### src/rtl/pfd_pkg.sv
package pfd_pkg;

    // Encoding of the pump state offered to the fast-lock switch
    typedef enum logic [1:0] {
        PUMP_IDLE = 2'b00,
        PUMP_SRC  = 2'b01,
        PUMP_SNK  = 2'b10
    } pump_e;

    localparam int NUM_INPUTS = 2;
    localparam int IDX_REF    = 0;
    localparam int IDX_DIV    = 1;

    // Detector state: which divider edge is currently ahead
    typedef struct packed {
        logic ref_lead;
        logic div_lead;
    } lead_t;

    // Pump request pair after the polarity choice
    typedef struct packed {
        logic up;
        logic dn;
    } pump_req_t;

    function automatic pump_req_t apply_polarity(lead_t lead, logic normal);
        pump_req_t r;
        if (normal) begin
            r.up = lead.ref_lead;
            r.dn = lead.div_lead;
        end else begin
            r.up = lead.div_lead;
            r.dn = lead.ref_lead;
        end
        return r;
    endfunction

    function automatic pump_e encode_pump(pump_req_t r);
        if (r.up)      return PUMP_SRC;
        else if (r.dn) return PUMP_SNK;
        else           return PUMP_IDLE;
    endfunction

    function automatic lead_t next_lead(lead_t cur, logic ref_edge, logic div_edge);
        lead_t n;
        n.ref_lead = cur.ref_lead | ref_edge;
        n.div_lead = cur.div_lead | div_edge;
        if (n.ref_lead && n.div_lead) begin
            n = '0;
        end
        return n;
    endfunction

endpackage

### src/rtl/pfd_edge_det.sv
module pfd_edge_det #(
    parameter int WIDTH = 2
) (
    input  logic             clk,
    input  logic             rst,
    input  logic [WIDTH-1:0] sig_in,
    output logic [WIDTH-1:0] rise
);
    logic [WIDTH-1:0] prev_q;

    for (genvar i = 0; i < WIDTH; i++) begin : g_ch
        always_ff @(posedge clk) begin
            if (rst) prev_q[i] <= 1'b0;
            else     prev_q[i] <= sig_in[i];
        end
        assign rise[i] = sig_in[i] & ~prev_q[i];
    end
endmodule

### src/rtl/pfd_core.sv
module pfd_core
    import pfd_pkg::*;
(
    input  logic  clk,
    input  logic  rst,
    input  logic  ref_edge,
    input  logic  div_edge,
    output lead_t lead
);
    lead_t lead_q;

    always_ff @(posedge clk) begin
        if (rst) lead_q <= '0;
        else     lead_q <= next_lead(lead_q, ref_edge, div_edge);
    end

    assign lead = lead_q;
endmodule

### src/rtl/pfd_out_stage.sv
module pfd_out_stage
    import pfd_pkg::*;
(
    input  lead_t       lead,
    input  logic        pol_sel,
    input  logic        load_en,
    input  logic        ref_in,
    input  logic        div_in,
    output logic        pump_up,
    output logic        pump_dn,
    output logic        lock_n,
    output logic        mon_out,
    output logic        sw_en,
    output logic [1:0]  sw_state
);
    pump_req_t req;
    pump_e     st;

    always_comb begin
        req      = apply_polarity(lead, pol_sel);
        st       = encode_pump(req);
        pump_up  = req.up;
        pump_dn  = req.dn;
        lock_n   = ~(lead.ref_lead | lead.div_lead);
        mon_out  = pol_sel ? ref_in : div_in;
        sw_en    = load_en;
        sw_state = load_en ? st : PUMP_IDLE;
    end
endmodule

### src/rtl/pfd_polarity_lock.sv
module pfd_polarity_lock
    import pfd_pkg::*;
(
    input  logic       clk,
    input  logic       rst,
    input  logic       ref_in,
    input  logic       div_in,
    input  logic       pol_sel,
    input  logic       load_en,
    output logic       pump_up,
    output logic       pump_dn,
    output logic       lock_n,
    output logic       mon_out,
    output logic       sw_en,
    output logic [1:0] sw_state
);
    logic [NUM_INPUTS-1:0] raw_in;
    logic [NUM_INPUTS-1:0] rise;
    lead_t                 lead;

    assign raw_in[IDX_REF] = ref_in;
    assign raw_in[IDX_DIV] = div_in;

    pfd_edge_det #(.WIDTH(NUM_INPUTS)) u_edge (
        .clk    (clk),
        .rst    (rst),
        .sig_in (raw_in),
        .rise   (rise)
    );

    pfd_core u_core (
        .clk      (clk),
        .rst      (rst),
        .ref_edge (rise[IDX_REF]),
        .div_edge (rise[IDX_DIV]),
        .lead     (lead)
    );

    pfd_out_stage u_out (
        .lead     (lead),
        .pol_sel  (pol_sel),
        .load_en  (load_en),
        .ref_in   (ref_in),
        .div_in   (div_in),
        .pump_up  (pump_up),
        .pump_dn  (pump_dn),
        .lock_n   (lock_n),
        .mon_out  (mon_out),
        .sw_en    (sw_en),
        .sw_state (sw_state)
    );
endmodule

### config.mk
export PLATFORM = sky130hd
export DESIGN_NAME = pfd_polarity_lock
export DESIGN_NICKNAME = d
export VERILOG_FILES = /design/src/rtl/pfd_pkg.sv /design/src/rtl/pfd_edge_det.sv /design/src/rtl/pfd_core.sv /design/src/rtl/pfd_out_stage.sv /design/src/rtl/pfd_polarity_lock.sv
export SDC_FILE = /design/constraint.sdc
export NUM_CORES = 1
export LEC_CHECK = 0
export BUFFER_PORTS_ARGS = -buffer_cell sky130_fd_sc_hd__clkbuf_2
export CORE_AREA = 2 2 39 41
export DETAILED_ROUTE_END_ITERATION = 7
export DIE_AREA = 0 0 41 43
export PLACE_DENSITY = 0.41
export SETUP_SLACK_MARGIN = 0.2
export SYNTH_ARGS = -nofsm -noshare
export SYNTH_HDL_FRONTEND = slang
export SYNTH_SLANG_ARGS = --single-unit
### constraint.sdc
create_clock -name clk -period 2.7 [get_ports clk]
set_clock_uncertainty 0.2 [all_clocks]
set_input_delay 0.27 -clock clk [delete_from_list [all_inputs] [get_ports clk]]
set_output_delay 0.27 -clock clk [all_outputs]
set_load 0.005 [all_outputs]
# Word level (Yosys, flattened, before mapping)
# Cells that the tools add are included.
# totals
ff_bits	4
in_bits	6
output_inout_bits	7
wordCells	19
# classes
mux	5
n_bitwise	8
n_reduce_logical	2
# op_table
cell	n
two-way mux 2 bit	4
NOT 1 bit	3
bitwise OR 1 bit	3
bitwise AND 1 bit	2
OR reduction 2 bit	1
logical AND 1 bit	1
two-way mux 1 bit	1

# Depth between registers and ports, before layout
# depth
word_depth	5
depth_mapped	2
depth_no_buf	2

# Modules after synthesis
# Synthesis repeated with hierarchy kept, for this count alone.
# unflattened
hier_cells	21
area_unflattened_um2	207.7
# by_module_without_submodules
module	n_inst	cells_per_inst	area_per_inst_um2	seq_area_each_um2
pfd_out_stage	1	9	77.6	0.0
pfd_edge_det	1	6	70.1	40.0
pfd_core	1	6	60.1	40.0

# Worst setup path after synthesis
# OpenSTA, ideal clock, no wires.
# synth_path
path_kind	reg-to-output
start	reg u_core.lead_q (netlist bit u_core.lead[0])
end	out sw_state[1]
arrival_time_ps	781
t_required_ps	2230
slack_ps	1449
stages_incl_launch_ff	3
path_buffers	0
path_cell_list	dfxtp_1 mux2_4 nor3b_2
# synth_via
elab_cells_between_ends	4
cone_classes	4 x mux
# synth_rtl
element	line	text
start: declaration	pfd_core.sv:10	lead_t lead_q;
start signal: assignment	pfd_core.sv:14	else lead_q <= next_lead(lead_q, ref_edge, div_edge);
two-way mux 2 bit	pfd_pkg.sv:28	if (normal) begin
via pump_up	pfd_polarity_lock.sv:10	output logic pump_up,
two-way mux 2 bit	pfd_pkg.sv:39	if (r.up) return PUMP_SRC;
two-way mux 2 bit	pfd_out_stage.sv:27	sw_state = load_en ? st : PUMP_IDLE;
end: declaration	pfd_polarity_lock.sv:15	output logic [1:0] sw_state
# The timed path passes the listed nets, and every way through them passes these cells.

# Worst setup path in the final report
# layout_path
start	reg u_core.lead_q (netlist bit u_core.lead[0])
end	out sw_state[1]
# layout_via
elab_chain_len	4
# layout_rtl
element	line	text
two-way mux 2 bit (*)	pfd_pkg.sv:28	
two-way mux 2 bit	pfd_pkg.sv:40	else if (r.dn) return PUMP_SNK;
two-way mux 2 bit (*)	pfd_pkg.sv:39	
two-way mux 2 bit (*)	pfd_out_stage.sv:27	
# Every way passes the cells marked *; elsewhere a longest branch is shown, timed or not.

==> flow_summary_export.csv <==
group,metric,value,unit
status,outcome,"finished clean",
place,port_buffers,12,
synth,yosysTopAreaCell,"dfxtp_1",
setup_path,critPathKind,"reg2out",
place,hpwlAfterDp,321,um
synth,synth_seq_cells,4,
pwr,vdd_drop_max,136,uV
clocking,cts_hold_buf,0,
setup_path,critPathLaunchType,"register",
setup_path,reg2regPathDepth,2,
synth,synth_top_area_share,39.5,%
pwr,clockPowerShare,44.0,%
cells_and_area,postLayoutCoreUtil,21.5,%
cells_and_area,multi_input_area,111,um2
global_routing,overflow,0,
setup_path,crit_path_end,"sw_state[1]",
setup_path,r2r_end,"u_core.lead[1]",
setup_path,critPathArrivalTime,1.14,ns
detailed_routing,drt_iter0_drc,0,
pwr,p_leak,0.147,nW
detailed_routing,detail_route.wl_per_cell,7.92,um
setup_path,path_max_fanout,5,
detailed_routing,routed_wirelength,396,um
synth,yosysWarnings,0,
detailed_routing,via_count,184,
global_routing,antenna_found_initial,0,
timing,min_period,1.61,ns
timing,fin_setup_tns,0,ns
synth,yosysSeqAreaShare,39.5,%
detailed_routing,ant_nets,0,
worst_hold_path,worst_hold_startpoint,"rst",
synth,synth_nets,26,
pwr,p_int,0.127,mW
cells_and_area,regArea,80.1,um2
synth,synthesis.instances,20,
timing,finalSetupViolations,0,
flow_run,maxCapViolCount,0,
cells_and_area,final_cell_mix,"12 x clkbuf_2, 4 x dfxtp_1, 3 x nor2b_1, 3 x clkbuf_4, 2 x nor2_1",
synth,netlist_area,203,um2
pwr,comb_power_share,16.3,%
detailed_routing,drtPass1Iterations,1,
pwr,p_sw_share,22.7,%
timing,maxSlewHeadroom,83.9,%
cells_and_area,nets,42,
clocking,cts-htree-levels,1,
synth,synth_cell_type_count,14,
detailed_routing,drc,0,
clocking,clk_latency,0.23,ns
setup_path,critPathRequiredTime,2.23,ns
cells_and_area,num-fill-cells,157,
clocking,clock_path_buffers,2,
floorplan,pin_count,13,
timing,finalHoldViolations,0,
pwr,p_switching,0.0374,mW
floorplan,design.core.area,1380,um2
global_routing,grt_max_degree,6,
timing,rsz0062_at_grt,"no",
cells_and_area,mostFrequentLayoutCell,"clkbuf_2",
clocking,root_buffer,"clkbuf_4",
floorplan,die_w,41,um
global_routing,grt_pass1_wl,621,um
clocking,post_cts_resized,0,
pwr,power_density,553,nW/um2
cells_and_area,drive_above_1_share,52.9,%
timing,fmax,620,MHz
setup_path,end_kind,"primary output",
detailed_routing,viasPerCell,3.68,
synth,syn_avg_cell_area,10.1,um2
floorplan,initial_core_util,14.6,%
worst_hold_path,hold_class,"in2reg",
global_routing,grt_usage,5.73,%
clocking,cts.sinks,4,
cells_and_area,postLayoutCellArea,298,um2
floorplan,die_h,43,um
cells_and_area,area_delta_synth_final,46.9,%
floorplan,die_area,1760,um2
setup_path,rr_startpoint,"u_edge.prev_q[0]",
timing,slew_violations,0,
floorplan,rows,14,
clocking,cts_made_buffers,3,
setup_path,worstSetupStartpoint,"u_core.lead[0]",
clocking,tritoncts,"yes",
clocking,clk_pin_slew,0.04,ns
timing,fin_crit_sh,59.7,%
global_routing,grt_pass1_vias,161,
worst_hold_path,hold_depth,2,
timing,worstMarginPinSlew,0.241,ns
cells_and_area,diodes,0,
clocking,post_cts_buffers,0,
pwr,power_frac_seq,39.7,%
synth,synth_area_leaders,"dfxtp_1 40%, nor2b_1 9.3%, a2111oi_2 7.4%, mux2_4 7.4%, nor3b_2 6.2%",
setup_path,reg2reg_slack,1.61,ns
place,postPlaceCellArea,275,um2
place,place_congestion,0.677,
## sequential cells by signal, summed over array words and instances (netlist names)
name and count:
u_core.lead 2, u_edge.prev_q 2
## synth_stat cells
cell type and count:
inv_1 1, dfxtp_1 4, nor3b_2 1, a2111oi_2 1
mux2_1 1, nor2_1 2, o21ai_0 1, buf_4 1
o211a_1 1, nor2b_1 3, mux2_4 1, nand2_1 1
and2_1 1, nand2b_1 1
## power by group through the flow
stage	Clock (mW)	Sequential (mW)	Combinational [mW]
CTS	0.0778	0.0654	0.0276
floorplan	0	0.0657	0.0149
global placement	0	0.0663	0.0274
detailed placement	0	0.0664	0.0273
global route	0.0835	0.0658	0.0307
finish	0.0724	0.0654	0.0269
## per-stage QoR
stage | setup slack, ns | total power [mW] | hold WS (ns) | cells
floorplan | 1.45 | 0.0806 | 0.139 | 20
global placement | 1.23 | 0.0937 | 0.305 | 47
finish | 1.09 | 0.165 | 0.0595 | 50
global route | 0.987 | 0.180 | 0.0549 | 50
CTS | 1.07 | 0.171 | 0.0524 | 50
detailed placement | 1.22 | 0.0937 | 0.305 | 47
## kinds of logic (layout without fill, tap and decap cells)
group / Yosys count / in the layout / share of synthesized area, %
compound gates: 3 / 3 / 14.8
buf+inv: 2 / 16 / 5.56
flops: 4 / 4 / 39.5
mux: 2 / 2 / 13.0
simple gates: 9 / 9 / 27.2
## worst min-delay path by stage
stage,to
6_report,u_core.lead[1]
5_1_grt,u_core.lead[1]
4_1_cts,u_core.lead[1]
3_5_place_dp,u_core.lead[1]
3_3_place_gp,u_core.lead[1]
2_1_floorplan,u_core.lead[1]
## critical path, cell delays in order, from the launching register on
cell      delay (ns)
dfxtp_1         0.34
mux2_4          0.30
nor3b_2         0.15
clkbuf_2        0.13
## area by class of cell
cell class	count	area share (%)
Tap cell	16	6.72
Timing Repair Buffer	12	20.2
Sequential cell	4	26.9
Inverter	1	1.26
Clock buffer	3	7.56
Multi-Input combinational cell	14	37.4
## metal layers
| layer | global-route usage (%) | part of all wire (%) |
|---|---|---|
| met4 | 6.00 | 0 |
| met5 | 0 | 0 |
| met2 | 6.88 | 36 |
| met1 | 6.47 | 48 |
| met3 | 3.14 | 15 |
Power figures use the tool's default switching activity.
